**src/rtl/pmc_pkg.sv**
```systemverilog
package pmc_pkg;

   localparam int REG_W     = 8;
   localparam int SEL_BIT   = 7;
   localparam int DEPTH_BIT = 6;
   localparam int GEN_BIT   = 5;

   typedef enum logic [1:0] {
      PM_RUN  = 2'd0,
      PM_HALT = 2'd1,
      PM_WAKE = 2'd2
   } pm_state_e;

   typedef struct packed {
      logic fast_sel;
      logic deep_halt;
      logic gen_en;
   } pm_mode_t;

endpackage

```
**src/rtl/pmc_mode_reg.sv**
```systemverilog
module pmc_mode_reg
   import pmc_pkg::*;
#(
   parameter int W = REG_W
) (
   input  logic         clk,
   input  logic         rst_n,
   input  logic         wr_en,
   input  logic [W-1:0] wdata,
   input  logic         clr_all,
   input  logic         clr_fast,
   output pm_mode_t     mode,
   output logic [W-1:0] rdata
);

   if (W <= SEL_BIT) begin : g_bad_width
      $error("pmc_mode_reg: W must exceed the highest field bit");
   end

   pm_mode_t mode_q;

   always_ff @(posedge clk or negedge rst_n) begin
      if (!rst_n) begin
         mode_q <= '0;
      end else if (clr_all) begin
         mode_q <= '0;
      end else if (clr_fast) begin
         mode_q.fast_sel <= 1'b0;
         mode_q.gen_en   <= 1'b0;
      end else if (wr_en) begin
         mode_q.fast_sel  <= wdata[SEL_BIT];
         mode_q.deep_halt <= wdata[DEPTH_BIT];
         mode_q.gen_en    <= wdata[GEN_BIT];
      end
   end

   for (genvar b = 0; b < W; b++) begin : g_rd
      if (b == SEL_BIT) begin : g_sel
         assign rdata[b] = mode_q.fast_sel;
      end else if (b == DEPTH_BIT) begin : g_dep
         assign rdata[b] = mode_q.deep_halt;
      end else if (b == GEN_BIT) begin : g_gen
         assign rdata[b] = mode_q.gen_en;
      end else begin : g_zero
         assign rdata[b] = 1'b0;
      end
   end

   logic unused_wbits;
   assign unused_wbits = ^wdata;
   assign mode = mode_q;

endmodule

```
**src/rtl/pmc_wake_src.sv**
```systemverilog
module pmc_wake_src #(
   parameter int N_IRQ     = 4,
   parameter int N_PW      = 8,
   parameter bit PORT_EDGE = 1'b0
) (
   input  logic             clk,
   input  logic             rst_n,
   input  logic             halt_enter,
   input  logic             wake_rst,
   input  logic [N_IRQ-1:0] irq_req,
   input  logic [N_IRQ-1:0] irq_en,
   input  logic             stack_full,
   input  logic [N_PW-1:0]  port_wake,
   input  logic [N_PW-1:0]  port_mask,
   output logic             wake_any,
   output logic             svc_irq
);

   if (N_IRQ < 1) begin : g_bad_irq
      $error("pmc_wake_src: N_IRQ must be at least 1");
   end
   if (N_PW < 1) begin : g_bad_pw
      $error("pmc_wake_src: N_PW must be at least 1");
   end

   logic [N_IRQ-1:0] stale_q;
   logic [N_IRQ-1:0] live_irq;
   logic [N_PW-1:0]  pin_hit;

   always_ff @(posedge clk or negedge rst_n) begin
      if (!rst_n) begin
         stale_q <= '0;
      end else if (halt_enter) begin
         stale_q <= irq_req;
      end
   end

   for (genvar i = 0; i < N_IRQ; i++) begin : g_irq
      assign live_irq[i] = irq_req[i] & ~stale_q[i];
   end

   if (PORT_EDGE) begin : g_pin_edge
      logic [N_PW-1:0] pin_prev_q;
      always_ff @(posedge clk or negedge rst_n) begin
         if (!rst_n) pin_prev_q <= '0;
         else        pin_prev_q <= port_wake;
      end
      assign pin_hit = port_wake & ~pin_prev_q & port_mask;
   end else begin : g_pin_level
      assign pin_hit = port_wake & port_mask;
   end

   assign wake_any = wake_rst | (|live_irq) | (|pin_hit);
   assign svc_irq  = (|(live_irq & irq_en)) & ~stack_full & ~wake_rst;

endmodule

```
**src/rtl/pmc_wake_seq.sv**
```systemverilog
module pmc_wake_seq
   import pmc_pkg::*;
#(
   parameter int DELAY_CYCLES = 1024
) (
   input  logic      clk,
   input  logic      rst_n,
   input  logic      halt_req,
   input  logic      wake_rst,
   input  logic      wake_any,
   input  logic      svc_irq,
   input  logic      slow_tick,
   output pm_state_e st,
   output logic      halt_enter,
   output logic      wake_enter,
   output logic      wdt_clr,
   output logic      pdf_flag,
   output logic      to_flag,
   output logic      irq_vec_req
);

   localparam int CNT_W = (DELAY_CYCLES > 2) ? $clog2(DELAY_CYCLES) : 1;
   localparam logic [CNT_W-1:0] LAST = CNT_W'(DELAY_CYCLES - 1);

   if (DELAY_CYCLES < 2) begin : g_bad_delay
      $error("pmc_wake_seq: DELAY_CYCLES must be at least 2");
   end

   pm_state_e        st_q;
   logic [CNT_W-1:0] cnt_q;
   logic             svc_q;

   assign halt_enter = (st_q == PM_RUN) && halt_req && !wake_rst;
   assign wake_enter = (st_q == PM_HALT) && wake_any;

   always_ff @(posedge clk or negedge rst_n) begin
      if (!rst_n) begin
         st_q        <= PM_RUN;
         cnt_q       <= '0;
         svc_q       <= 1'b0;
         wdt_clr     <= 1'b0;
         pdf_flag    <= 1'b0;
         to_flag     <= 1'b0;
         irq_vec_req <= 1'b0;
      end else begin
         wdt_clr     <= halt_enter;
         irq_vec_req <= 1'b0;
         if (halt_enter) begin
            pdf_flag <= 1'b1;
            to_flag  <= 1'b0;
         end
         case (st_q)
            PM_RUN: begin
               if (halt_enter) st_q <= PM_HALT;
            end
            PM_HALT: begin
               if (wake_enter) begin
                  st_q  <= PM_WAKE;
                  cnt_q <= '0;
                  svc_q <= svc_irq;
               end
            end
            PM_WAKE: begin
               if (slow_tick) begin
                  if (cnt_q == LAST) begin
                     st_q        <= PM_RUN;
                     irq_vec_req <= svc_q;
                  end else begin
                     cnt_q <= cnt_q + 1'b1;
                  end
               end
            end
            default: st_q <= PM_RUN;
         endcase
      end
   end

   assign st = st_q;

endmodule

```
**src/rtl/pmc_clk_decode.sv**
```systemverilog
module pmc_clk_decode
   import pmc_pkg::*;
(
   input  pm_state_e st,
   input  pm_mode_t  mode,
   output logic      slow_clk_en,
   output logic      fast_clk_en,
   output logic      sys_clk_sel,
   output logic      cpu_run
);

   always_comb begin
      slow_clk_en = 1'b0;
      fast_clk_en = 1'b0;
      sys_clk_sel = 1'b0;
      cpu_run     = 1'b0;
      case (st)
         PM_RUN: begin
            slow_clk_en = 1'b1;
            fast_clk_en = mode.gen_en;
            sys_clk_sel = mode.fast_sel & mode.gen_en;
            cpu_run     = 1'b1;
         end
         PM_HALT: begin
            slow_clk_en = ~mode.deep_halt;
         end
         PM_WAKE: begin
            slow_clk_en = 1'b1;
         end
         default: begin
            slow_clk_en = 1'b0;
         end
      endcase
   end

endmodule

```
**src/rtl/pwr_mode_ctl.sv**
```systemverilog
module pwr_mode_ctl
   import pmc_pkg::*;
#(
   parameter int DELAY_CYCLES = 1024,
   parameter int N_IRQ        = 4,
   parameter int N_PW         = 8,
   parameter bit PORT_EDGE    = 1'b0
) (
   input  logic             clk,
   input  logic             rst_n,
   input  logic             reg_wr,
   input  logic [7:0]       reg_wdata,
   output logic [7:0]       reg_rdata,
   input  logic             halt_req,
   input  logic             wake_rst,
   input  logic [N_IRQ-1:0] irq_req,
   input  logic [N_IRQ-1:0] irq_en,
   input  logic             stack_full,
   input  logic [N_PW-1:0]  port_wake,
   input  logic [N_PW-1:0]  port_wake_mask,
   input  logic             slow_tick,
   output logic             slow_clk_en,
   output logic             fast_clk_en,
   output logic             sys_clk_sel,
   output logic             cpu_run,
   output logic             irq_vec_req,
   output logic             pdf_flag,
   output logic             to_flag,
   output logic             wdt_clr
);

   pm_state_e st;
   pm_mode_t  mode;
   logic      halt_enter;
   logic      wake_enter;
   logic      wake_any;
   logic      svc_irq;

   pmc_mode_reg #(.W(REG_W)) u_reg (
      .clk      (clk),
      .rst_n    (rst_n),
      .wr_en    (reg_wr & cpu_run),
      .wdata    (reg_wdata),
      .clr_all  (wake_rst),
      .clr_fast (wake_enter),
      .mode     (mode),
      .rdata    (reg_rdata)
   );

   pmc_wake_src #(
      .N_IRQ     (N_IRQ),
      .N_PW      (N_PW),
      .PORT_EDGE (PORT_EDGE)
   ) u_src (
      .clk        (clk),
      .rst_n      (rst_n),
      .halt_enter (halt_enter),
      .wake_rst   (wake_rst),
      .irq_req    (irq_req),
      .irq_en     (irq_en),
      .stack_full (stack_full),
      .port_wake  (port_wake),
      .port_mask  (port_wake_mask),
      .wake_any   (wake_any),
      .svc_irq    (svc_irq)
   );

   pmc_wake_seq #(.DELAY_CYCLES(DELAY_CYCLES)) u_seq (
      .clk         (clk),
      .rst_n       (rst_n),
      .halt_req    (halt_req),
      .wake_rst    (wake_rst),
      .wake_any    (wake_any),
      .svc_irq     (svc_irq),
      .slow_tick   (slow_tick),
      .st          (st),
      .halt_enter  (halt_enter),
      .wake_enter  (wake_enter),
      .wdt_clr     (wdt_clr),
      .pdf_flag    (pdf_flag),
      .to_flag     (to_flag),
      .irq_vec_req (irq_vec_req)
   );

   pmc_clk_decode u_dec (
      .st          (st),
      .mode        (mode),
      .slow_clk_en (slow_clk_en),
      .fast_clk_en (fast_clk_en),
      .sys_clk_sel (sys_clk_sel),
      .cpu_run     (cpu_run)
   );

endmodule

```
**config.mk**
```make
export PLATFORM = sky130hd
export DESIGN_NAME = pwr_mode_ctl
export DESIGN_NICKNAME = d
export VERILOG_FILES = /design/src/rtl/pmc_pkg.sv /design/src/rtl/pmc_mode_reg.sv /design/src/rtl/pmc_wake_src.sv /design/src/rtl/pmc_wake_seq.sv /design/src/rtl/pmc_clk_decode.sv /design/src/rtl/pwr_mode_ctl.sv
export SDC_FILE = /design/constraint.sdc
export NUM_CORES = 1
export LEC_CHECK = 0
export BUFFER_PORTS_ARGS = -buffer_cell sky130_fd_sc_hd__buf_2
export CAP_MARGIN = 20
export CORE_ASPECT_RATIO = 1.25
export CORE_MARGIN = 5
export CORE_UTILIZATION = 25
export CTS_CLUSTER_DIAMETER = 60
export DETAILED_ROUTE_END_ITERATION = 16
export SLEW_MARGIN = 5
export SYNTH_ARGS = -nofsm -noshare
export SYNTH_HDL_FRONTEND = slang
export SYNTH_HIERARCHICAL = 1
export SYNTH_SLANG_ARGS = --single-unit
```
**constraint.sdc**
```tcl
create_clock -name clk -period 2.6 [get_ports clk]
set_clock_uncertainty 0.1 [all_clocks]
set_input_delay 0.13 -clock clk [delete_from_list [all_inputs] [get_ports clk]]
set_output_delay 0.13 -clock clk [all_outputs]
set_load 0.03 [all_outputs]
```
==> results of run 1 <==
## placed cells by master (no fill, tap or decap), types with 3 or more instances in the layout
master and n:
buf_2 43, dfrtp_1 23, nand2_1 9, inv_1 8, o21ai_0 6, conb_1 6
a31oi_1 6, nor3_1 5, nand3b_1 5, nor2_1 4, nand3_1 4, a21oi_1 4
clkbuf_8 3, dlygate4sd3_1 3, mux2i_1 3, o21ai_1 3
## per-layer routing
metal / vias up / GRT usage / share of wire
met2: 26 / 0.161 / 0.51
met1: 531 / 0.114 / 0.44
li1: 561 / - / -
met4: 0 / 0.0272 / 0.0061
met5: - / 0 / 0
met3: 2 / 0.0179 / 0.045
## cells by family (layout without fill, tap and decap cells)
family                   after synthesis  in the layout  synth area share
AO/OA/AOI/OAI                         32             32             0.169
adder cells (fa/ha/maj)                1              1           0.00973
buffers and inverters                 18             59            0.0788
flip-flops                            23             23             0.447
multiplexers                           7              7            0.0584
other                                  2              6           0.00584
AND/OR/NAND/NOR                       48             48             0.231
## worst min path at each step
stage	startpoint	end	slack (ns)	cells past startpoint
floorplan	rst_n	u_reg/mode[0]	-0.27	0
finish	irq_req[1]	u_src/stale_q[1]	0.007	3
global placement	rst_n	u_src/stale_q[1]	0.05	1
detailed placement	rst_n	u_src/stale_q[1]	0.06	1
global route	irq_req[2]	u_src/stale_q[2]	0.002	2
CTS	irq_req[2]	u_src/stale_q[2]	0.003	2
## metrics by stage
stage | worst slack, ns | hold slack [ns] | area (um^2) | total power, uW
after floorplan | 0.751 | -0.266 | 1300 | 846
after global placement | 0.789 | 0.0488 | 1530 | 956
after detailed placement | 0.784 | 0.0583 | 1530 | 962
after CTS | 0.610 | 0.00289 | 1610 | 1200
after global routing | 0.430 | 0.00161 | 1610 | 1280
final | 0.601 | 0.00707 | 1610 | 1190
## tightest hold or removal path: stages
cell and delay (ns):
buf_2 0.10, nand2_1 0.04, o21ai_0 0.07
## cell type report
class	count	area (um^2)
Timing Repair Buffer	47	253
Sequential cell	23	576
Fill cell	530	3440
Clock buffer	3	41.3
Multi-Input combinational cell	94	624
Tap cell	62	77.6
Inverter	8	30.0
Clock inverter	1	5.00
## sequential cells by signal, summed over array words and instances (netlist names)
register	flops
u_seq/svc_q	1
u_src/stale_q	4
u_seq/cnt_q	10
u_seq/irq_vec_req	1
u_seq/pdf_flag	1
u_seq/st	2
u_reg/mode	3
u_seq/wdt_clr	1
## where the power goes
part / total (uW) / internal (uW) / switching (uW)
Sequential: 550 / 449 / 102
Clock: 232 / 107 / 125
Combinational: 413 / 174 / 239
Total: 1190 / 729 / 466
==> metrics.txt, run 1 <==
total congestion overflow=0; drt wl/cell=13.0 um; Max-Cap Viols=0; Setup crit end=u_seq/cnt_q[2]; clock buffer count from CTS=3; Mapped Cells=around 130; vias per inst=~4.7; CTS resizes=0; crit share post-route=0.769; Worst R2R Setup Slack=~0.7 ns; Ant. Diodes=0; crit path time final=2.00 ns; CTS tree=built; Die Span X=between 70 and 80 um; Pre-antenna DRT Iters=4; die span in y=between 90 and 100 um; cell family with most CP delay=compound AO/OA/AOI/OAI gates; DR vias=1,120; Synth cell types=44; area delta synth->final=24.9%; Crit Path Category=primary input to flip-flop; Worst Path Required=about 2.7 ns; 1st-iter DRT viols=73; row count=29; Fin Setup TNS=0 ns; layout cells sized above 1=0.324; initial core utilization=0.255; # clock sinks=23; initial antenna violation count=0; Setup Buffers After CTS=0; DRC errors left=0; Crit. Startpoint=irq_req[0]; final core occ=0.319; cell taking the most area after synthesis=dfrtp_1; unrepaired setup endpoints after global routing=false; Slew @ Worst Pin=a little over 0.6 ns; total core area=slightly above 5000 um^2; # port buffers=43; top cell type's share of synthesized area=0.447; WP buf/inv=2; CP Cell Sequence=dlygate4sd3_1, buf_2, nor2b_2, a211oi_1, nand3b_1, nand3b_1, o21ai_1, a31oi_1; CP max-delay cell=dlygate4sd3_1; number of flops mapped to enable cells by yosys=0; synthesized area=between 1000 and 1500 um^2; worst skew pair latency=0.27 ns; Layout Cells excl Fill=238; average size of a mapped cell=~9.8 um^2; worst flop-to-flop path startpoint=u_seq/cnt_q[0]; WP depth=8; reg2reg path depth=5; Critical Path AT=2.08 ns; DIE AREA=6690 um^2; status=completed; CTS Buffer Depth=2; Seq/Total Area, Yosys=0.447; HP Class=primary input to flip-flop; Final nets=approximately 220; clock root cell=clkbuf_8; first-pass GRT wire length=just under 5000 um; CP peak stage delay=around 0.53 ns; FMAX=between 0.5 and 0.6 GHz; H-Tree Depth=1; Synth async-reset ratio=1.00; cell total after placement=231; dpl hpwl=around 2300 um; clock-pin slew on the worst setup and hold paths=around 0.090 ns; Commonest cells post-synth=dfrtp_1 (23), buf_4 (9), nand2_1 (9); count leader, synth=dfrtp_1; Boundary Pins=55; Seq cells post-synth=23; most used cell, CP=nand3b_1; Synth area leaders=dfrtp_1 (45%), buf_4 (5.3%), a31oi_1 (2.9%); CP max FO=7; cts hold-fix bufs=3; final hold vios=0; slew margin rel.=0.592; pin count of the biggest net entering global routing=24; RD Place Congestion=0.763; number of global-route vias before repair=1,084; Max Slew Vio Count=0; CP Launch Type=primary input; count of final setup violators=0; Max rail drop VDD=between 0.0002 and 0.00025 V; Ys Warns=6; element type at the critical path end=flip-flop; antenna viol nets, final=0; Global Route Usage Sum=0.0930; Power Dens Cells=between 700 and 800 nW/um^2; Post-Route WL=around 3100 um; Synth Flop Type=dfrtp_1; Worst R2R End=u_seq/cnt_q[2]; static leakage=between 0.0007 and 0.0008 uW
(Power assumes the default switching activity.)
==> run 2: changes to the inputs <==
==> constraint.sdc (replaced) <==
create_clock -name clk -period 1.7 [get_ports clk]
set_clock_uncertainty 0.1 [all_clocks]
set_input_delay 0.085 -clock clk [delete_from_list [all_inputs] [get_ports clk]]
set_output_delay 0.085 -clock clk [all_outputs]
set_load 0.03 [all_outputs]
==> metrics.txt, run 2 (synthesized netlist as in run 1, its figures left out) <==
status=finished with violations; failing checks=setup timing; H-Tree Depth=1; total core area=between 5000 and 6000 um^2; crit share post-route=1.03; Final nets=about 240; RD Place Congestion=slightly above 0.8; HP Class=primary input to flip-flop; cell total after placement=between 200 and 250; clock root cell=clkbuf_8; worst skew pair latency=around 0.27 ns; static leakage=around 0.00086 uW; Crit. Startpoint=u_seq/cnt_q[0]; number of global-route vias before repair=between 1k and 1.5k; design area=approximately 1900 um^2; Worst R2R Setup Slack=-0.04 ns; Global Route Usage Sum=0.0996; most flop-heavy register=u_seq/cnt_q; Area after DPL=about 1600 um^2; clock-pin slew on the worst setup and hold paths=0.09 ns; Max rail drop VDD=0.000395 V; reg2reg path depth=5; antenna viol nets, final=0; row count=29; Worst R2R End=u_seq/cnt_q[3]; Max-Cap Viols=0; FMAX=roughly 0.57 GHz; die span in y=about 90 um; CP max FO=6; commonest non-fill, non-tap cells in the layout=buf_2 (43), dfrtp_1 (23), buf_4 (14); layout cells sized above 1=0.426; DR vias=~1.2k; Max Slew Vio Count=0; initial core utilization=0.255; initial antenna violation count=0; Worst Path Required=between 1.5 and 2 ns; Pre-antenna DRT Iters=4; Critical Path AT=1.78 ns; slew margin rel.=0.641; Power Dens Cells=1120 nW/um^2; Largest register FFs=10; Boundary Pins=between 50 and 60; element type at the critical path end=flip-flop; Die Span X=between 70 and 80 um; CTS tree=built; area delta synth->final=44.7%; pin count of the biggest net entering global routing=24; Slew @ Worst Pin=roughly 0.54 ns; commonest non-fill, non-tap cell in the layout=buf_2; DRC errors left=0; Ant. Diodes=0; clock buffer count from CTS=3; # clock sinks=23; vias per inst=~4.7; count of final setup violators=6; dpl hpwl=between 2000 and 2500 um; Crit Path Category=flip-flop to flip-flop; total congestion overflow=0; final hold vios=0; # port buffers=43; CTS Buffer Depth=2; drt wl/cell=12.8 um; crit path time final=between 1.5 and 2 ns; first-pass GRT wire length=roughly 5400 um; unrepaired setup endpoints after global routing=true; final setup margin=-0.0429 ns; worst flop-to-flop path startpoint=u_seq/cnt_q[0]; CP Launch Type=flip-flop; Place WS=around 0.0089 ns; Layout Cells excl Fill=roughly 260; Post-Route WL=3320 um; Setup crit end=u_seq/cnt_q[3]; DIE AREA=between 6000 and 7000 um^2; 1st-iter DRT viols=74
## run 2: what timing repair did
item,CTS,global route
pin swaps,1,11
resized for setup,1,16
cloned,0,0
buffers inserted,0,3
endpoints found under the hold margin,31,0
endpoints found under the setup margin,2,18
hold buffers,8,0
## run 2: stage by stage
stage	hold WS (ns)	power, uW	setup TNS, ns	util
finish	0.0149	2080	-0.0950	0.369
global route	0.0580	2220	-2.06	0.369
CTS	0.0146	1980	0	0.352
detailed placement	0.00450	1600	0	0.325
global placement	-0.000321	1590	0	0.325
floorplan	-0.311	1300	0	-
## run 2: layout make-up
class | instances | area, um^2
fillers | 525 | 3180
multi-input cells | 94 | 696
flip-flops and latches | 23 | 576
repair buffers | 68 | 434
well taps | 62 | 77.6
clock buffers | 3 | 41.3
inverters | 8 | 30.0
clock inverters | 1 | 7.51
## run 2: power by group
part	internal (uW)	switching, uW	leakage [uW]
Sequential	686	140	0.000297
Clock	166	189	0.0000217
Combinational	430	468	0.000537
Total	1280	797	0.000856
## run 2: worst min path at each step
stage,startpoint,depth (start not counted),to
finish,slow_tick,3,u_seq/st[1]
CTS,reg_wdata[7],3,u_reg/mode[2]
global route,slow_tick,3,u_seq/st[1]
global placement,rst_n,1,u_src/stale_q[0]
floorplan,rst_n,0,u_reg/mode[0]
detailed placement,rst_n,1,u_src/stale_q[0]
## run 2: per-layer routing
layer  wire length, um  up-vias  track usage
li1                  -      602            -
met1              1430      582        0.120
met2              1740       20        0.175
met3               123        2       0.0167
met4                24        0       0.0317
met5                 0        -            0
## run 2: critical path, cell delays in order (launching register included)
cell	delay (ns)
dfrtp_1	0.37
ha_2	0.20
nand4_2	0.16
o31a_1	0.40
a41oi_1	0.36
a31oi_4	0.04
